### config.mk
export PLATFORM = sky130hd
export DESIGN_NAME = gpio3_port
export DESIGN_NICKNAME = d
export VERILOG_FILES = /design/src/rtl/gpio3_port.sv
export SDC_FILE = /design/constraint.sdc
export NUM_CORES = 1
export LEC_CHECK = 0
export BUFFER_PORTS_ARGS = -buffer_cell sky130_fd_sc_hd__buf_4
export CAP_MARGIN = 20
export CORE_MARGIN = 2
export CORE_UTILIZATION = 42
export DETAILED_ROUTE_END_ITERATION = 12
export MAX_ROUTING_LAYER = met4
export PLACE_DENSITY_LB_ADDON = 0.25
export SLEW_MARGIN = 15
export SYNTH_ARGS = -nofsm -noshare
export SYNTH_HDL_FRONTEND = slang
export SYNTH_SLANG_ARGS = --single-unit
### constraint.sdc
create_clock -name clk -period 1 [get_ports clk]
set_input_delay 0.2 -clock clk [delete_from_list [all_inputs] [get_ports clk]]
set_output_delay 0.2 -clock clk [all_outputs]
set_load 0.005 [all_outputs]
### src/rtl/gpio3_port.sv
module gpio3_port #(
  parameter int NUM_LINES = 3,
  parameter int DATA_W    = 8,
  parameter int ADDR_W    = 2,
  parameter logic [DATA_W-1:0] DIR_MASK  = 8'h67,
  parameter logic [DATA_W-1:0] DIR_RESET = 8'h07,
  parameter logic [ADDR_W-1:0] ADDR_DIR  = 2'd0,
  parameter logic [ADDR_W-1:0] ADDR_IN   = 2'd1,
  parameter logic [ADDR_W-1:0] ADDR_OUT  = 2'd2
) (
  input  logic                 clk,
  input  logic                 rst_n,
  input  logic                 bus_wr,
  input  logic [ADDR_W-1:0]    bus_addr,
  input  logic [DATA_W-1:0]    bus_wdata,
  output logic [DATA_W-1:0]    bus_rdata,
  input  logic [NUM_LINES-1:0] pin_in,
  output logic [NUM_LINES-1:0] pin_oe,
  output logic [NUM_LINES-1:0] pin_out,
  output logic [NUM_LINES-1:0] drive_chg
);

  localparam int N = NUM_LINES;

  logic [DATA_W-1:0] dir_q;
  logic [N-1:0]      out_q, sync1_q, samp_q, chg_q, chg_nxt, line_in;
  logic              wr_dir, wr_out;

  assign wr_dir  = bus_wr && (bus_addr == ADDR_DIR);
  assign wr_out  = bus_wr && (bus_addr == ADDR_OUT);
  assign line_in = dir_q[N-1:0];

  always_comb begin
    chg_nxt = '0;
    if (wr_dir) chg_nxt = (bus_wdata[N-1:0] & DIR_MASK[N-1:0]) ^ line_in;
    if (wr_out) chg_nxt = (bus_wdata[N-1:0] ^ out_q) & ~line_in;
  end

  always_ff @(posedge clk or negedge rst_n) begin
    if (!rst_n) begin
      dir_q   <= DIR_RESET;
      out_q   <= '0;
      sync1_q <= '0;
      samp_q  <= '0;
      chg_q   <= '0;
    end else begin
      sync1_q <= pin_in;
      samp_q  <= sync1_q;
      chg_q   <= chg_nxt;
      if (wr_dir) dir_q <= bus_wdata & DIR_MASK;
      if (wr_out) out_q <= bus_wdata[N-1:0];
    end
  end

  assign pin_oe    = ~line_in;
  assign pin_out   = out_q;
  assign drive_chg = chg_q;

  always_comb begin
    bus_rdata = '0;
    if (bus_addr == ADDR_DIR)      bus_rdata = dir_q;
    else if (bus_addr == ADDR_IN)  bus_rdata = DATA_W'(samp_q | (~line_in & out_q));
    else if (bus_addr == ADDR_OUT) bus_rdata = DATA_W'(out_q);
  end

  p_dir_write_r2: assert property (@(posedge clk) disable iff (!rst_n)
    wr_dir |=> dir_q == ($past(bus_wdata) & DIR_MASK));

  p_out_write_r3: assert property (@(posedge clk) disable iff (!rst_n)
    wr_out |=> out_q == $past(bus_wdata[N-1:0]));

  p_sync_stage_r6: assert property (@(posedge clk) disable iff (!rst_n)
    1'b1 |=> samp_q == $past(sync1_q));

  p_no_chg_idle_r7: assert property (@(posedge clk) disable iff (!rst_n)
    !bus_wr |=> drive_chg == '0);

  p_chg_on_flip_r8: assert property (@(posedge clk) disable iff (!rst_n)
    (wr_out && |((bus_wdata[N-1:0] ^ out_q) & ~line_in)) |=> |drive_chg);

  p_hold_other_r10: assert property (@(posedge clk) disable iff (!rst_n)
    (bus_wr && !wr_dir && !wr_out) |=> ($stable(dir_q) && $stable(out_q)));

endmodule

==> reports/metrics.yaml, run 1 <==
fillers: 155
grt_max_degree: 18
antenna_found_initial: 0
synth_compound_area_frac: 0.102
synth_common_cells: "dfrtp_1 (14), o21ai_0 (7), mux2_4 (5)"
cts_tree: "yes"
fmax_mhz: 700
die_width_um: 48.6
cts.sinks: 17
met2_length_um: 896
fp.dieH_um: 48.6
criticalPathCategory: "flip-flop to output port"
ys_types: 25
synth_area_sq_um: 837
start_kind: "flip-flop"
globalRoute.totalOverflow: 0
critical_path.endpoint_type: "output port"
required_ns: 0.80
yosys.area_share.simple: 0.166
place_congestion: 0.793
crit_fanout: 3
postLayoutSetupSlackWorst_ns: -0.429
grt_usage: 0.171
synth.most_common_cell: "dfrtp_1"
violations: "negative setup slack"
fin_skew_ns: 0.00304
synth_edf_count: 0
netlist_top_cells_area: "dfrtp_1 (42%), dfstp_2 (9.4%), mux2_4 (9.0%)"
ys_seq_elements: 17
drt_iter0_drc: 5
clk_path_buf_depth: 2
syn-mean-instance-area_sq_um: 11.8
syn_to_final_growth_pct: 52.0
synth_xor_xnor_area_share: 0
topRoutingLayerUsed: "met4"
fin_crit_ns: 1.43
grt_first_pass_wirelength_mm: 3.04
internal-power_mw: 1.39
finalPower_mw: 1.89
worst_ep_arrival_time_ns: 1.23
drv_slew: 0
wl_per_cell_um: 12.5
clk_latency_ns: 0.28
layout.nets: 132
maxCapViolations: 0
swShare: 0.264
start_util: 0.436
status: "finished, violations left"
cts_buffers: 3
timing.final.crit_share: 1.43
yosysWarnings: 0
dieArea_sq_mm: 0.00237
core_sq_mm: 0.00192
hp-class: "primary input to flip-flop"
grt_pass1_vias: 688
ant_nets: 0
power_frac_comb: 0.364
wl_met3_um: 83
pwr-share-clk: 0.189
yosysTopAreaCellShare: 0.419
synth_top_family_by_area: "simple AND/OR/NAND/NOR gates"
portBuffers: 26
yosysTopAreaCell: "dfrtp_1"
path_clk_slew_ns: 0.10
seq_power_share: 0.447
synthCells: 71
ys_seq_area_frac: 0.513
dpl-instance-area_sq_mm: 0.00111
routed_wl_mm: 1.78
pin_count: 33
design_area_sq_mm: 0.00127
timing.setup.tns_ns: -3.62
vias: 675
finalSetupViolations: 14
wl_met1_um: 785
std_cell_rows: 16
p_switching_mw: 0.498
power_density_mw_per_mm2: 1490
synth_fa_ha_area_frac: 0
synthFlopType: "dfrtp_1"
cts-root-buf: "clkbuf_4"
muxShareOfSynthArea: 0.142
first_pass_iters: 5
rsz0062_at_grt: "yes"
leakage_nw: 0.615
ir_worst_vdd_mv: 0.949
drive_gt1_frac: 0.583
n_antenna_cell: 0
drc_errors: 0
vias_per_cell: 4.75
hold_violations: 0
h-tree-depth: 1
synthArstFlopShare: 1.00
==> through the flow <==
step / utilization / instances / worst slack, ns / hold WS, ns
floorplan: - / 73 / -0.0530 / -0.0956
global placement: 0.578 / 131 / -0.133 / 0.0734
detailed placement: 0.578 / 131 / -0.170 / 0.0739
CTS: 0.636 / 139 / -0.438 / 0.0125
global route: 0.662 / 142 / -0.488 / 0.00324
finish: 0.662 / 142 / -0.429 / 0.0192
==> routing by layer <==
layer	vias up	global-route usage
li1	326	-
met1	327	0.202
met2	20	0.299
met3	2	0.0247
met4	0	0.0571
met5	-	-
==> cells in the final DEF, fill, tap and decap left out, drive strengths merged, types with 3 or more instances in the layout <==
cell	count
conb	3
clkbuf	4
nor2b	3
dfrtp	14
or3	3
a21oi	3
nand2	3
a21boi	3
mux2	8
o21ai	7
dfstp	3
and2	3
inv	3
and3b	3
buf	43
==> state kept, by name (all words and copies together) (netlist names) <==
| register | count |
|---|---|
| pin_out | 3 |
| sync1_q | 3 |
| dir_q | 5 |
| samp_q | 3 |
| drive_chg | 3 |
==> timing repair <==
action / in CTS / in global routing
setup buffers: 3 / 4
hold endpoints to repair: 16 / 0
hold buffers: 1 / 0
pin swaps: 3 / 0
endpoints found under the setup margin: 15 / 17
gates resized for setup: 17 / 8
==> kinds of logic (layout without fill, tap and decap cells) <==
kind of cell | Yosys count | in the layout
AO/OA/AOI/OAI | 15 | 15
buffers and inverters | 9 | 51
flip-flops | 17 | 17
multiplexers | 9 | 9
other | 1 | 3
AND/OR/NAND/NOR | 20 | 20
==> layout make-up <==
cell class / count / area (sq um) / area share
multi-input combinational: 47 / 378 / 0.297
timing repair buffer: 44 / 389 / 0.306
clock buffer: 4 / 26.3 / 0.0206
tap: 27 / 33.8 / 0.0265
sequential: 17 / 429 / 0.337
inverter: 3 / 16.3 / 0.0128
==> power by group through the flow <==
stage,Sequential [mW],Combinational (mW),Clock [mW]
final,0.844,0.688,0.358
after global routing,0.856,0.747,0.400
after CTS,0.844,0.629,0.367
after detailed placement,0.858,0.504,0
after global placement,0.853,0.490,0
after floorplan,0.855,0.226,0
==> path summary, 6_finish.rpt <==
kind	startpoint	endpoint	slack, ns	cells past startpoint
worst max-delay path	dir_q[1]	bus_rdata[1]	-0.43	4
worst min-delay path	pin_in[0]	sync1_q[0]	0.02	1
worst max register to register	dir_q[1]	drive_chg[1]	-0.21	4
worst min register to register	sync1_q[1]	samp_q[1]	0.36	0
max in group asynchronous	rst_n	dir_q[1]	0.44	2
min in group asynchronous	rst_n	drive_chg[0]	0.31	2
==> critical path: stages, from the launching register on <==
cell and delay, ns:
dfstp_2 0.58, nor2b_1 0.07, o22ai_2 0.10, o21ai_1 0.08, buf_4 0.13
Power figures use the tool's default switching activity.
==> run 2: changes to the inputs <==
--- a/config.mk
+++ b/config.mk
@@ -12,6 +12,7 @@
 export DETAILED_ROUTE_END_ITERATION = 12
 export MAX_ROUTING_LAYER = met4
 export PLACE_DENSITY_LB_ADDON = 0.25
+export REMOVE_ABC_BUFFERS = 1
 export SLEW_MARGIN = 15
 export SYNTH_ARGS = -nofsm -noshare
 export SYNTH_HDL_FRONTEND = slang
==> reports/metrics.yaml, run 2 (synthesis results as in run 1) <==
final_common_cell: "buf_4"  # unchanged
grt_first_pass_wirelength_mm: 2.82  # was 3.04 mm
cts-root-buf: "clkbuf_4"  # unchanged
largest_register_ffs: 5  # unchanged
timing.rr.start: "dir_q[2]"  # was dir_q[1]
pin_count: 33  # unchanged
whs_endpoint: "sync1_q[1]"  # was sync1_q[0]
hpwl_mm: 1.20
grt_usage: 0.158  # was 0.171
ir_worst_vdd_mv: 1.12  # was 0.949 mV
clk_path_buf_depth: 2  # unchanged
drv_slew: 0  # unchanged
ant_nets: 0  # unchanged
whs_ns: 0.0179  # was 0.0192 ns
criticalPathCategory: "flip-flop to output port"  # unchanged
start_util: 0.436  # unchanged
final_cell_mix: "buf_4 (26), buf_6 (18), dfrtp_1 (14)"  # was buf_4 (28), buf_6 (15), dfrtp_1 (14)
swShare: 0.268  # was 0.264
violations: "negative setup slack"  # unchanged
finalPower_mw: 1.94  # was 1.89 mW
leakage_nw: 0.644  # was 0.615 nW
r2r_end: "drive_chg[2]"  # was drive_chg[1]
finalSetupViolations: 14  # unchanged
globalRoute.totalOverflow: 0  # unchanged
syn_to_final_growth_pct: 56.7  # was 52.0%
rsz0062_at_grt: "yes"  # unchanged
dieArea_sq_mm: 0.00237  # unchanged
n_antenna_cell: 0  # unchanged
power_density_mw_per_mm2: 1480  # was 1490 mW/mm^2
p_switching_mw: 0.521  # was 0.498 mW
layout.nets: 134  # was 132
pwr-share-clk: 0.186  # was 0.189
cts.sinks: 17  # unchanged
crit_path_top_delay_cell: "dfstp_2"  # unchanged
drt_iter0_drc: 5  # unchanged
critical_path.endpoint_type: "output port"  # unchanged
hold_start: "pin_in[1]"  # was pin_in[0]
r2r_slack_ns: -0.25  # was -0.21 ns
fin_skew_ns: 0.00578  # was 0.00304 ns
grt_max_degree: 18  # unchanged
internal-power_mw: 1.42  # was 1.39 mW
fin_crit_ns: 1.44  # was 1.43 ns
place_congestion: 0.708  # was 0.793
worstPathCellList: "buf_6, mux2i_1, o21ai_1, buf_4"  # was nor2b_1, o22ai_2, o21ai_1, buf_4
routed_wl_mm: 1.89  # was 1.78 mm
clk_latency_ns: 0.29  # was 0.28 ns
core_sq_mm: 0.00192  # unchanged
crit_fanout: 3  # unchanged
h-tree-depth: 1  # unchanged
fillers: 176  # was 155
first_pass_iters: 4  # was 5
drive_gt1_frac: 0.607  # was 0.583
worst_ep_arrival_time_ns: 1.24  # was 1.23 ns
cts_buffers: 3  # unchanged
vias_per_cell: 4.81  # was 4.75
vias: 693  # was 675
postLayoutSetupSlackWorst_ns: -0.439  # was -0.429 ns
seq_power_share: 0.437  # was 0.447
largest-register: "dir_q"  # unchanged
timing.final.crit_share: 1.44  # was 1.43
required_ns: 0.80  # about the same
fp.dieH_um: 48.6  # unchanged
std_cell_rows: 16  # unchanged
min_path_cells: 1  # unchanged
grt_pass1_vias: 653  # was 688
power_frac_comb: 0.378  # was 0.364
start_kind: "flip-flop"  # unchanged
cpPeakStageDelay_ns: 0.57  # was 0.58 ns
fmax_mhz: 695  # was 700 MHz
path_clk_slew_ns: 0.10  # about the same
status: "finished, violations left"  # unchanged
antenna_found_initial: 0  # unchanged
hp-class: "primary input to flip-flop"  # unchanged
portBuffers: 26  # unchanged
r2r_cells: 4  # unchanged
maxCapViolations: 0  # unchanged
die_width_um: 48.6  # unchanged
wl_per_cell_um: 13.1  # was 12.5 um
hold_violations: 0  # unchanged
pre_cts_ws_ns: -0.208  # was -0.170 ns
cts_tree: "yes"  # unchanged
drc_errors: 0  # unchanged
## run 2: cell types whose count changed in the layout (fill, tap and decap cells not counted), sizes merged
cell / change
dlygate4sd3: +1
clkbuf: -1
clkinv: +1
buf: +1
## run 2: worst max path at each step
stage	slack (ns)	endpoint	cells after the start	start
after floorplan	-0.14	drive_chg[0]	3	dir_q[0]
after global placement	-0.15	drive_chg[0]	3	dir_q[0]
after detailed placement	-0.21	bus_rdata[0]	4	dir_q[0]
after CTS	-0.46	bus_rdata[0]	4	dir_q[0]
after global routing	-0.50	bus_rdata[0]	4	dir_q[0]
final	-0.44	bus_rdata[0]	4	dir_q[0]
## run 2: cell type report
cell class | count | area, sq um | area share
clock inverters | 1 | 5.00 | 0.00382
flip-flops and latches | 17 | 429 | 0.327
multi-input cells | 47 | 392 | 0.299
clock buffers | 3 | 22.5 | 0.0172
well taps | 27 | 33.8 | 0.0258
inverters | 3 | 11.3 | 0.00859
repair buffers | 46 | 418 | 0.319
## run 2: routing by layer
layer,up-vias,wire [um],GRT usage
met3,2,90,0.0216
met1,345,775,0.195
met5,-,0,-
met4,0,6,0.0571
li1,327,-,-
met2,19,1020,0.265
## run 2: power by group through the flow
stage,clock [mW],sequential (mW),combinational [mW]
after floorplan,0,0.851,0.194
after global routing,0.406,0.859,0.784
after CTS,0.380,0.845,0.621
final,0.361,0.849,0.735
after detailed placement,0,0.853,0.486
after global placement,0,0.847,0.474
## run 2: critical path: cells and delay by family, from the launching register on
family | cells | cell delay, ns
AOI/OAI and AO/OA | 1 | 0.11
buffers and inverters | 2 | 0.22
DFF | 1 | 0.57
muxes | 1 | 0.05
## run 2: timing repair
action / in CTS / in global routing
buffers inserted: 4 / 5
resized for setup: 23 / 12
pin swaps: 9 / 0
endpoints found under the hold margin: 18 / 0
endpoints found under the setup margin: 17 / 19
gates cloned: 0 / 0
hold buffers: 2 / 0
## run 2: metrics by stage
stage          TNS [ns]  cell area [sq um]  cells   util
2_1_floorplan    -0.381                795     67      -
3_5_place_dp      -1.85               1090    129  0.568
4_1_cts           -3.29               1230    139  0.640
6_report          -3.59               1310    144  0.682
5_1_grt           -4.30               1310    144  0.682
3_3_place_gp      -1.64               1090    129  0.568
